**src/rtl/sca_pkg.sv**
```systemverilog
`timescale 1ns/1ps
package sca_pkg;

  typedef enum logic [2:0] {
    S_IDLE  = 3'd0,
    S_PWR   = 3'd1,
    S_LEAD  = 3'd2,
    S_PULSE = 3'd3,
    S_TAIL  = 3'd4,
    S_GAP   = 3'd5,
    S_RUN   = 3'd6,
    S_DONE  = 3'd7
  } sca_state_e;

  // interval lengths in half-microsecond ticks
  localparam int LEAD_T  = 56;   // reset rise to clock rise
  localparam int PULSE_T = 25;   // first clock high
  localparam int TAIL_T  = 59;   // clock fall to reset fall
  localparam int GAP_T   = 160;  // low gap before capture clocking
  localparam int PER_T   = 50;   // capture clock period
  localparam int HIGH_T  = 25;   // capture clock high time
  localparam int NBITS   = 32;   // answer length
  localparam int CNT_W   = 8;
  localparam int BIT_W   = $clog2(NBITS);

endpackage

```
**src/rtl/sca_tick.sv**
```systemverilog
`timescale 1ns/1ps
module sca_tick #(
  parameter int DIV = 1
) (
  input  logic clk,
  input  logic rst_n,
  input  logic restart,
  output logic tick
);
  localparam int W = $clog2(DIV) + 1;
  logic [W-1:0] cnt;

  assign tick = (cnt == W'(DIV - 1));

  always_ff @(posedge clk or negedge rst_n) begin
    if (!rst_n)             cnt <= '0;
    else if (restart || tick) cnt <= '0;
    else                    cnt <= cnt + 1'b1;
  end
endmodule

```
**src/rtl/sca_seq.sv**
```systemverilog
`timescale 1ns/1ps
module sca_seq
  import sca_pkg::*;
(
  input  logic       clk,
  input  logic       rst_n,
  input  logic       tick,
  input  logic       go,
  input  logic       supply_good,
  output sca_state_e st,
  output logic       run_hi,
  output logic       done_set
);
  logic [CNT_W-1:0] cnt;
  logic [BIT_W-1:0] bits;
  logic [CNT_W-1:0] last;
  sca_state_e       nxt_timed;

  always_comb begin
    last      = '0;
    nxt_timed = st;
    case (st)
      S_LEAD:  begin last = CNT_W'(LEAD_T - 1);  nxt_timed = S_PULSE; end
      S_PULSE: begin last = CNT_W'(PULSE_T - 1); nxt_timed = S_TAIL;  end
      S_TAIL:  begin last = CNT_W'(TAIL_T - 1);  nxt_timed = S_GAP;   end
      S_GAP:   begin last = CNT_W'(GAP_T - 1);   nxt_timed = S_RUN;   end
      S_RUN:   begin last = CNT_W'(PER_T - 1);   nxt_timed = S_RUN;   end
      default: begin last = '0;                  nxt_timed = st;      end
    endcase
  end

  assign run_hi   = (st == S_RUN) && (cnt < CNT_W'(HIGH_T));
  assign done_set = (st == S_RUN) && tick && (cnt == last) &&
                    (bits == BIT_W'(NBITS - 1));

  always_ff @(posedge clk or negedge rst_n) begin
    if (!rst_n) begin
      st   <= S_IDLE;
      cnt  <= '0;
      bits <= '0;
    end else begin
      case (st)
        S_IDLE: if (go) begin
          st  <= S_PWR;
          cnt <= '0;
        end
        S_PWR: if (supply_good) begin
          st  <= S_LEAD;
          cnt <= '0;
        end
        S_LEAD, S_PULSE, S_TAIL, S_GAP: if (tick) begin
          if (cnt == last) begin
            st   <= nxt_timed;
            cnt  <= '0;
            bits <= '0;
          end else begin
            cnt <= cnt + 1'b1;
          end
        end
        S_RUN: if (tick) begin
          if (cnt == last) begin
            cnt <= '0;
            if (bits == BIT_W'(NBITS - 1)) st <= S_DONE;
            else                           bits <= bits + 1'b1;
          end else begin
            cnt <= cnt + 1'b1;
          end
        end
        default: st <= st;
      endcase
    end
  end

  AST_IDLE_NEEDS_GO: assert property (@(posedge clk) disable iff (!rst_n)
    (st == S_IDLE && !go) |=> (st == S_IDLE));
  AST_HOLD_FOR_SUPPLY: assert property (@(posedge clk) disable iff (!rst_n)
    (st == S_PWR && !supply_good) |=> (st == S_PWR));
endmodule

```
**src/rtl/sca_capture.sv**
```systemverilog
`timescale 1ns/1ps
module sca_capture #(
  parameter int W = 32
) (
  input  logic         clk,
  input  logic         rst_n,
  input  logic         clr,
  input  logic         en,
  input  logic         edge_fall,
  input  logic         clk_line,
  input  logic         data_in,
  output logic [W-1:0] cap_q
);
  logic clk_d;
  logic hit;

  assign hit = en && (edge_fall ? (clk_d && !clk_line) : (!clk_d && clk_line));

  always_ff @(posedge clk or negedge rst_n) begin
    if (!rst_n) begin
      clk_d <= 1'b0;
      cap_q <= '0;
    end else begin
      clk_d <= clk_line;
      if (clr)      cap_q <= '0;
      else if (hit) cap_q <= {data_in, cap_q[W-1:1]};
    end
  end

  AST_CAP_HOLD: assert property (@(posedge clk) disable iff (!rst_n)
    (!en && !clr) |=> $stable(cap_q));
endmodule

```
**src/rtl/sync_card_activator.sv**
```systemverilog
`timescale 1ns/1ps
module sync_card_activator
  import sca_pkg::*;
#(
  parameter int CLK_PER_US = 50
) (
  input  logic        clk,
  input  logic        rst_n,
  input  logic        start,
  input  logic        card_sync,
  input  logic        act_type2,
  input  logic        edge_fall,
  input  logic [1:0]  aux_cfg,
  input  logic        io_route_en,
  input  logic        host_clk,
  input  logic        host_rst,
  input  logic        done_clr,
  input  logic        supply_good,
  input  logic        io_in,
  output logic        card_pwr_en,
  output logic        card_rst,
  output logic        card_clk,
  output logic [1:0]  aux_out,
  output logic        io_pullup,
  output logic        io_connect,
  output logic [31:0] capture,
  output logic        done_flag,
  output logic        irq_n
);
  localparam int HALF_DIV = (CLK_PER_US / 2 < 1) ? 1 : CLK_PER_US / 2;

  sca_state_e st;
  logic tick, run_hi, done_set, go, accept, after_good, in_pulse_rst;

  assign go     = start && card_sync && !act_type2;
  assign accept = go && (st == S_IDLE);

  sca_tick #(.DIV(HALF_DIV)) u_tick (
    .clk(clk), .rst_n(rst_n), .restart(st == S_PWR), .tick(tick)
  );

  sca_seq u_seq (
    .clk(clk), .rst_n(rst_n), .tick(tick), .go(go),
    .supply_good(supply_good), .st(st), .run_hi(run_hi), .done_set(done_set)
  );

  sca_capture #(.W(NBITS)) u_cap (
    .clk(clk), .rst_n(rst_n), .clr(accept), .en(st == S_RUN),
    .edge_fall(edge_fall), .clk_line(card_clk), .data_in(io_in), .cap_q(capture)
  );

  assign after_good   = (st != S_IDLE) && (st != S_PWR);
  assign in_pulse_rst = (st == S_LEAD) || (st == S_PULSE) || (st == S_TAIL);

  assign card_pwr_en = (st != S_IDLE);
  assign io_pullup   = after_good;
  assign aux_out     = after_good ? aux_cfg : 2'b00;
  assign card_rst    = in_pulse_rst || ((st == S_DONE) && host_rst);
  assign card_clk    = (st == S_PULSE) || run_hi || ((st == S_DONE) && host_clk);
  assign io_connect  = (st == S_DONE) && io_route_en;
  assign irq_n       = !done_flag;

  always_ff @(posedge clk or negedge rst_n) begin
    if (!rst_n)        done_flag <= 1'b0;
    else if (done_set) done_flag <= 1'b1;
    else if (done_clr) done_flag <= 1'b0;
  end

  AST_PULLUP_AFTER_GOOD: assert property (@(posedge clk) disable iff (!rst_n)
    $rose(io_pullup) |-> $past(supply_good));
  AST_IRQ_FROM_RUN: assert property (@(posedge clk) disable iff (!rst_n)
    $fell(irq_n) |-> ($past(st) == S_RUN));
  AST_CLR_RELEASES: assert property (@(posedge clk) disable iff (!rst_n)
    (done_clr && !done_set) |=> irq_n);
  AST_RUN_RST_LOW: assert property (@(posedge clk) disable iff (!rst_n)
    (st == S_RUN) |-> !card_rst);
endmodule

```
**config.mk**
```make
export PLATFORM = sky130hd
export DESIGN_NAME = sync_card_activator
export DESIGN_NICKNAME = d
export VERILOG_FILES = /design/src/rtl/sca_pkg.sv /design/src/rtl/sca_tick.sv /design/src/rtl/sca_seq.sv /design/src/rtl/sca_capture.sv /design/src/rtl/sync_card_activator.sv
export SDC_FILE = /design/constraint.sdc
export NUM_CORES = 1
export LEC_CHECK = 0
export BUFFER_PORTS_ARGS = -buffer_cell sky130_fd_sc_hd__buf_4
export CAP_MARGIN = 20
export CORE_ASPECT_RATIO = 0.9
export CORE_MARGIN = 5
export CORE_UTILIZATION = 56
export DETAILED_ROUTE_END_ITERATION = 7
export GPL_TIMING_DRIVEN = 1
export PLACE_DENSITY_LB_ADDON = 0.12
export SKIP_LAST_GASP = 1
export SYNTH_ARGS = -nofsm -noshare
export SYNTH_HDL_FRONTEND = slang
export SYNTH_SLANG_ARGS = --single-unit
```
**constraint.sdc**
```tcl
create_clock -name clk -period 2.6 [get_ports clk]
set_input_delay 0 -clock clk [delete_from_list [all_inputs] [get_ports clk]]
set_output_delay 0 -clock clk [all_outputs]
set_load 0.05 [all_outputs]
```
Yosys cells after proc, flatten, opt, wreduce, memory -nomap -nowiden
Cells that the tools add are included.
- register bits after elaboration: 56
- input port bits: 14
- output and inout bits: 41
- logic and storage cells: 96
- add/sub/neg operators: 3
- magnitude comparators: 1
- equality and inequality tests: 21
- muxes and demuxes: 28
- reduce and logical (&&, ||, !) cells: 36
- operators by type and width (kind ; count):
    32-bit 2-to-1 mux ; 2
    8-bit case mux with 5 select lines ; 1
    8-bit 2-to-1 mux ; 4
    5-bit 2-to-1 mux ; 5
    3-bit case mux with 4 select lines ; 2
    8-bit case mux with 3 select lines ; 1
    3-bit 2-to-1 mux ; 7
    1-bit logical AND ; 14
    3-bit == test, second input constant ; 4
    2-bit != test, second input constant ; 6
    5-bit case mux with 2 select lines ; 1
    9-bit AND reduction ; 1
    8-bit by 1-bit adder with 8-bit output, second input constant ; 1
    8-bit == test ; 1
    8-bit by 5-bit < comparator with 1-bit output, second input constant ; 1
    6-bit by 1-bit adder with 6-bit output, second input constant ; 1
    3-bit by 2-bit == test with 1-bit output, second input constant ; 2
    6-bit by 5-bit == test with 1-bit output, second input constant ; 1
    1-bit logical OR ; 6
    6-bit 2-to-1 mux ; 1
    2-bit by 1-bit != test with 1-bit output, second input constant ; 3
    6-bit AND reduction ; 1
    2-bit nonzero test ; 3
    3-bit nonzero test ; 2
    other kinds (13) ; 18

Longest topological paths before layout
- word-level depth: 10
- depth in mapped cells: 9
- gate-level depth less buffers: 8

Hierarchy
Synthesis repeated with hierarchy kept, for this count alone.
- cell total of the unflattened synthesis: 317
- area total of the unflattened synthesis: 3204.3 µm²
- by module, submodules not included (module ; instances ; cells an instance ; area an instance (µm²) ; sequential area each (µm²)):
    sca_capture ; 1 ; 108 ; 1450.1 ; 825.8
    sca_seq ; 1 ; 160 ; 1318.8 ; 400.4
    sca_tick ; 1 ; 28 ; 290.3 ; 150.1
    sync_card_activator ; 1 ; 21 ; 145.1 ; 25.0

Least setup slack after synthesis
OpenSTA, ideal clock, no wires.
- path type: register -> output
- from: register u_seq.st[0]
- to: output aux_out[0]
- arrival time: 2.590 ns
- data required time: 2.600 ns
- path slack: 0.010 ns
- cell stages (with the launch flop): 6
- path buffers: 1
- cell sequence: dfrtp_1 inv_1 ha_1 clkbuf_1 o21ai_0 and2_1
- longest elaborated chain between the ends: 3
- elaborated cells between the ends (all ways): 4
- classes of those cells: eq/ne: 1; mux: 1; reduce/logical: 2
- RTL lines (element ; RTL line ; source):
    from (decl) ; sca_seq.sv:10 ; output sca_state_e st,
    from (signal assigned) ; sca_seq.sv:53 ; st <= nxt_timed;
    from (signal assigned) ; sca_seq.sv:69 ; default: st <= st;
    3-bit by 1-bit != test with 1-bit output / 3-bit nonzero test (equally long branches) ; sync_card_activator.sv:52 ; assign after_good = (st != S_IDLE) && (st != S_PWR);
    1-bit logical AND (*) ; sync_card_activator.sv:52 ;
    named net io_pullup ; sync_card_activator.sv:24 ; output logic io_pullup,
    2-bit 2-to-1 mux (*) ; sync_card_activator.sv:57 ; assign aux_out = after_good ? aux_cfg : 2'b00;
    to (decl) ; sync_card_activator.sv:23 ; output logic [1:0] aux_out,
Mark *: on every way through the listed nets, which the timed path passes. The rest lies on a longest branch.

Worst setup path after layout
- from: register u_seq.st[1]
- to: register u_seq.bits[0]
- longest elaborated chain between the ends: 5
- elaborated cells between the ends (all ways): 16
- classes of those cells: eq/ne: 11; mux: 2; reduce/logical: 3
- RTL lines (element ; RTL line ; source):
    3-bit == test / 3-bit by 2-bit == test with 1-bit output (equally long branches) ; sca_seq.sv:22, sca_seq.sv:42 ;
    8-bit case mux with 5 select lines ; sca_seq.sv:22 ; case (st)
    8-bit == test ; sca_seq.sv:52, sca_seq.sv:61 ;
    2-bit != test (no source line) / 2-bit by 1-bit != test with 1-bit output (equally long branches) ; - ;
    6-bit AND reduction (no source line) ; - ;
    to (signal assigned) ; sca_seq.sv:64 ; else bits <= bits + 1'b1;
    to (decl) ; sca_seq.sv:15 ; logic [BIT_W-1:0] bits;
Parallel ways exist; a longest one is shown, timed or not.
A chain may end at the register's enable or synchronous reset.

==> implementation parameters <==
Parameter                              Value

Final layout
  Area Growth Syn to Fin    21.8%
  Number of inserted diodes    0
  Layout cell share with drive strength beyond 1    a little under a quarter
  Most frequent standard cell in the layout excluding fill and tap cells    sky130_fd_sc_hd__buf_4
  Final nets    between 300 and 400
  Layout fillers    401
  Post-route cell area    ~0.0037 mm2
  Most frequent cells in the layout    sky130_fd_sc_hd__buf_4, sky130_fd_sc_hd__dfrtp_1, sky130_fd_sc_hd__nor2_1
  Final standard cell count with taps included and fillers excluded    427
  Final core utilization    approximately 70%

Pwr
  Peak VDD IR    364 uV
  Leakage    ~1.8 nW
  Power density relative to cell area    roughly 400 mW/mm2

Place
  Area after DPL    0.00351 mm2
  Final HPWL DP    ~4800 um
  Dpl cells    roughly 420
  Port Buffers    54
  Final RePlAce weighted congestion    0.934

Min path
  Worst hold path type    in2reg
  Startpoint of the lowest-slack hold path    host_clk
  Hold Path Depth    3
  End point of the worst hold path    u_cap.clk_d$_DFF_PN0_

Setup path
  FF-to-FF setup slack    between 150 and 200 ps
  Critical path class    reg2reg
  Data required, critical path    2800 ps
  Max Fanout on Critical Path    8
  Startpoint kind of the worst setup timing path    flip-flop
  Worst flop-to-flop path endpoint    u_seq.bits[0]$_DFFE_PN0P_
  Critical path arrival    around 2600 ps
  RR Startpoint    u_seq.st[1]$_DFFE_PN0P_
  Worst R2R Path Depth    8
  Setup crit end kind    flip-flop

Global routing
  Largest net degree at the start of global routing    57
  Antenna violations before repair    0
  GR Overflow Total    0
  Vias in the first global route    ~2400
  Global-route wire length before repair    around 11000 um
  GR Util All Layers    20.7%

Clock tree
  Clock tree buffer depth    2
  Clock latency reported for the late side of the worst-skew pair    about 320 ps
  Root buf cell    sky130_fd_sc_hd__clkbuf_8
  Clock transition at the registers of the reported paths    around 100 ps
  Number of CTS-inserted buffers    5
  TritonCTS clock tree    done
  Max H-tree Level    2
  Total clock sinks    56

Logic synthesis
  Sequential share of the synthesized area    46.7%
  Gate count of the mapped netlist    ~300
  Register bit total from synthesis    56
  Distinct cell type count after synthesis    between 50 and 60
  EDFF count, synth    0
  Count of synthesis-stage warnings from yosys    0
  Post-synth net total    325
  Cell area after technology mapping    0.00300 mm2
  Asr flop ratio synth    100%
  Post-synth top flop    sky130_fd_sc_hd__dfrtp_1
  Synthesized area per cell    about 10 um2

STA
  Max-slew violation count    0
  Shortest clock period the worst path allows after layout    between 2000 and 2500 ps
  Ratio of final minimum period to clock period    ~94%
  Setup repair after global routing missed its margin    false
  Clock Skews    6.88 ps
  Fmax achieved    411 MHz
  Worst-case headroom to the max-slew limit    between 50% and 60%
  Final setup TNS    0 ps
  Final hold violation count    0
  Final-report setup violation count    0
  Final hold slack    95.5 ps
  Slew at the pin with the worst max-slew slack    between 700 and 800 ps

Die
  Number of core rows    25
  Floorplan die width    87.2 um
  Effective utilization at floorplan    ~57%
  Area of the die    slightly below 0.007 mm2
  Height of the chip    around 79 um
  Core Box Area    0.00522 mm2
  Number of top-level design ports    55

Detailed routing
  DR iter-0 viols    120
  Count of TritonRoute iterations in the first routing pass    4
  Vias post-DR    between 2000 and 2500
  Detailed-route vias per instance    approximately 5.6
  Routed WL per cell    about 15 um
  Total wire length    roughly 6500 um
  Number of DRC violations after detailed routing    0
  Remaining antenna violation count after routing    0

Run status
  Result of the run    finished clean

Flow run
  Number of max-cap violations    0
Yosys cell counts (3+ instances only):
cell type	count	area (um2)
sky130_fd_sc_hd__nor2_1	48	180
sky130_fd_sc_hd__nor4b_1	3	26.3
sky130_fd_sc_hd__a31oi_1	3	18.8
sky130_fd_sc_hd__a21oi_1	3	15.0
sky130_fd_sc_hd__xor2_1	3	26.3
sky130_fd_sc_hd__a22o_1	3	26.3
sky130_fd_sc_hd__mux2i_1	33	330
sky130_fd_sc_hd__nand3_1	10	50.1
sky130_fd_sc_hd__nand2_1	22	82.6
sky130_fd_sc_hd__dfrtp_1	56	1400
sky130_fd_sc_hd__inv_1	14	52.6
sky130_fd_sc_hd__nand4_1	6	37.5
sky130_fd_sc_hd__ha_1	10	125
sky130_fd_sc_hd__buf_2	7	35.0
sky130_fd_sc_hd__nor4_1	3	18.8
sky130_fd_sc_hd__o21ai_1	5	25.0
sky130_fd_sc_hd__clkbuf_1	7	26.3
sky130_fd_sc_hd__nor2b_1	3	18.8
sky130_fd_sc_hd__and3_1	3	18.8
sky130_fd_sc_hd__and2_1	5	31.3
sky130_fd_sc_hd__nor3_1	9	45.0
sky130_fd_sc_hd__o21ai_0	8	40.0
cell type report:
| cell class | count | area, um2 | area share [%] |
|---|---|---|---|
| Multi-Input combinational cell | 216 | 1490 | 40.8 |
| Sequential cell | 56 | 1400 | 38.3 |
| Clock inverter | 3 | 42.5 | 1.16 |
| Timing Repair Buffer | 66 | 515 | 14.1 |
| Tap cell | 67 | 83.8 | 2.29 |
| Inverter | 14 | 52.6 | 1.44 |
| Clock buffer | 5 | 68.8 | 1.88 |
worst max-delay path by stage:
stage	from	cells after the start	slack, ps	end
5_1_grt	u_seq.st[1]$_DFFE_PN0P_	8	20	u_seq.bits[3]$_DFFE_PN0P_
2_1_floorplan	u_seq.st[0]$_DFFE_PN0P_	5	10	aux_out[0]
6_report	u_seq.st[1]$_DFFE_PN0P_	8	170	u_seq.bits[0]$_DFFE_PN0P_
4_1_cts	u_seq.st[1]$_DFFE_PN0P_	8	130	u_seq.bits[0]$_DFFE_PN0P_
3_5_place_dp	u_seq.st[1]$_DFFE_PN0P_	8	150	u_seq.bits[0]$_DFFE_PN0P_
3_3_place_gp	u_seq.st[1]$_DFFE_PN0P_	8	260	u_seq.bits[3]$_DFFE_PN0P_
through the flow:
| step | total power, W | worst slack [ps] |
|---|---|---|
| 6_report | 0.00150 | 165 |
| 3_3_place_gp | 0.000939 | 259 |
| 2_1_floorplan | 0.000902 | 9.55 |
| 3_5_place_dp | 0.000940 | 155 |
| 5_1_grt | 0.00155 | 24.0 |
| 4_1_cts | 0.00152 | 129 |
worst max-delay path, stage by stage, from the launching register on:
cell	delay, ps
sky130_fd_sc_hd__dfrtp_1	400
sky130_fd_sc_hd__inv_1	70
sky130_fd_sc_hd__ha_1	280
sky130_fd_sc_hd__or4b_4	510
sky130_fd_sc_hd__o311ai_2	100
sky130_fd_sc_hd__and3_4	260
sky130_fd_sc_hd__nand4_4	140
sky130_fd_sc_hd__nand3b_1	260
sky130_fd_sc_hd__mux2_2	290
registers in the layout (all words and copies together), names as in the netlist:
signal and cells:
u_seq.cnt 8, u_seq.bits 5, u_cap.cap_q 32, u_cap.clk_d 1
u_seq.st 3, done_flag 1, u_tick.cnt 6
timing repair:
action,CTS,global route
endpoints found under the setup margin,0,5
hold endpoints to repair,58,0
gates resized for setup,0,1
hold buffers,3,0
buffers inserted,0,0
cell families after synthesis:
kind of cell | after synthesis | share of synthesized area, %
mux | 36 | 12.1
simple gates | 124 | 21.1
buf+inv | 29 | 4.17
fa+ha+maj | 10 | 4.17
compound gates | 41 | 10.3
xor+xnor | 5 | 1.46
flops | 56 | 46.7
per-layer routing:
metal	vias up	wire (um)	GRT usage, %
met5	-	0	0
met4	0	103	7.52
met3	9	475	5.37
met2	61	2910	31.3
met1	1134	3040	28.7
li1	1171	-	-
power breakdown:
part | switching [W] | leakage (nW) | total, W | internal [W]
clock | 0.000287 | 0.0541 | 0.000573 | 0.000285
sequential | 0.000000770 | 0.753 | 0.000872 | 0.000871
combinational | 0.0000324 | 0.947 | 0.0000529 | 0.0000205
total | 0.000321 | 1.75 | 0.00150 | 0.00118
Note: power is estimated with default switching activity, not from simulation.
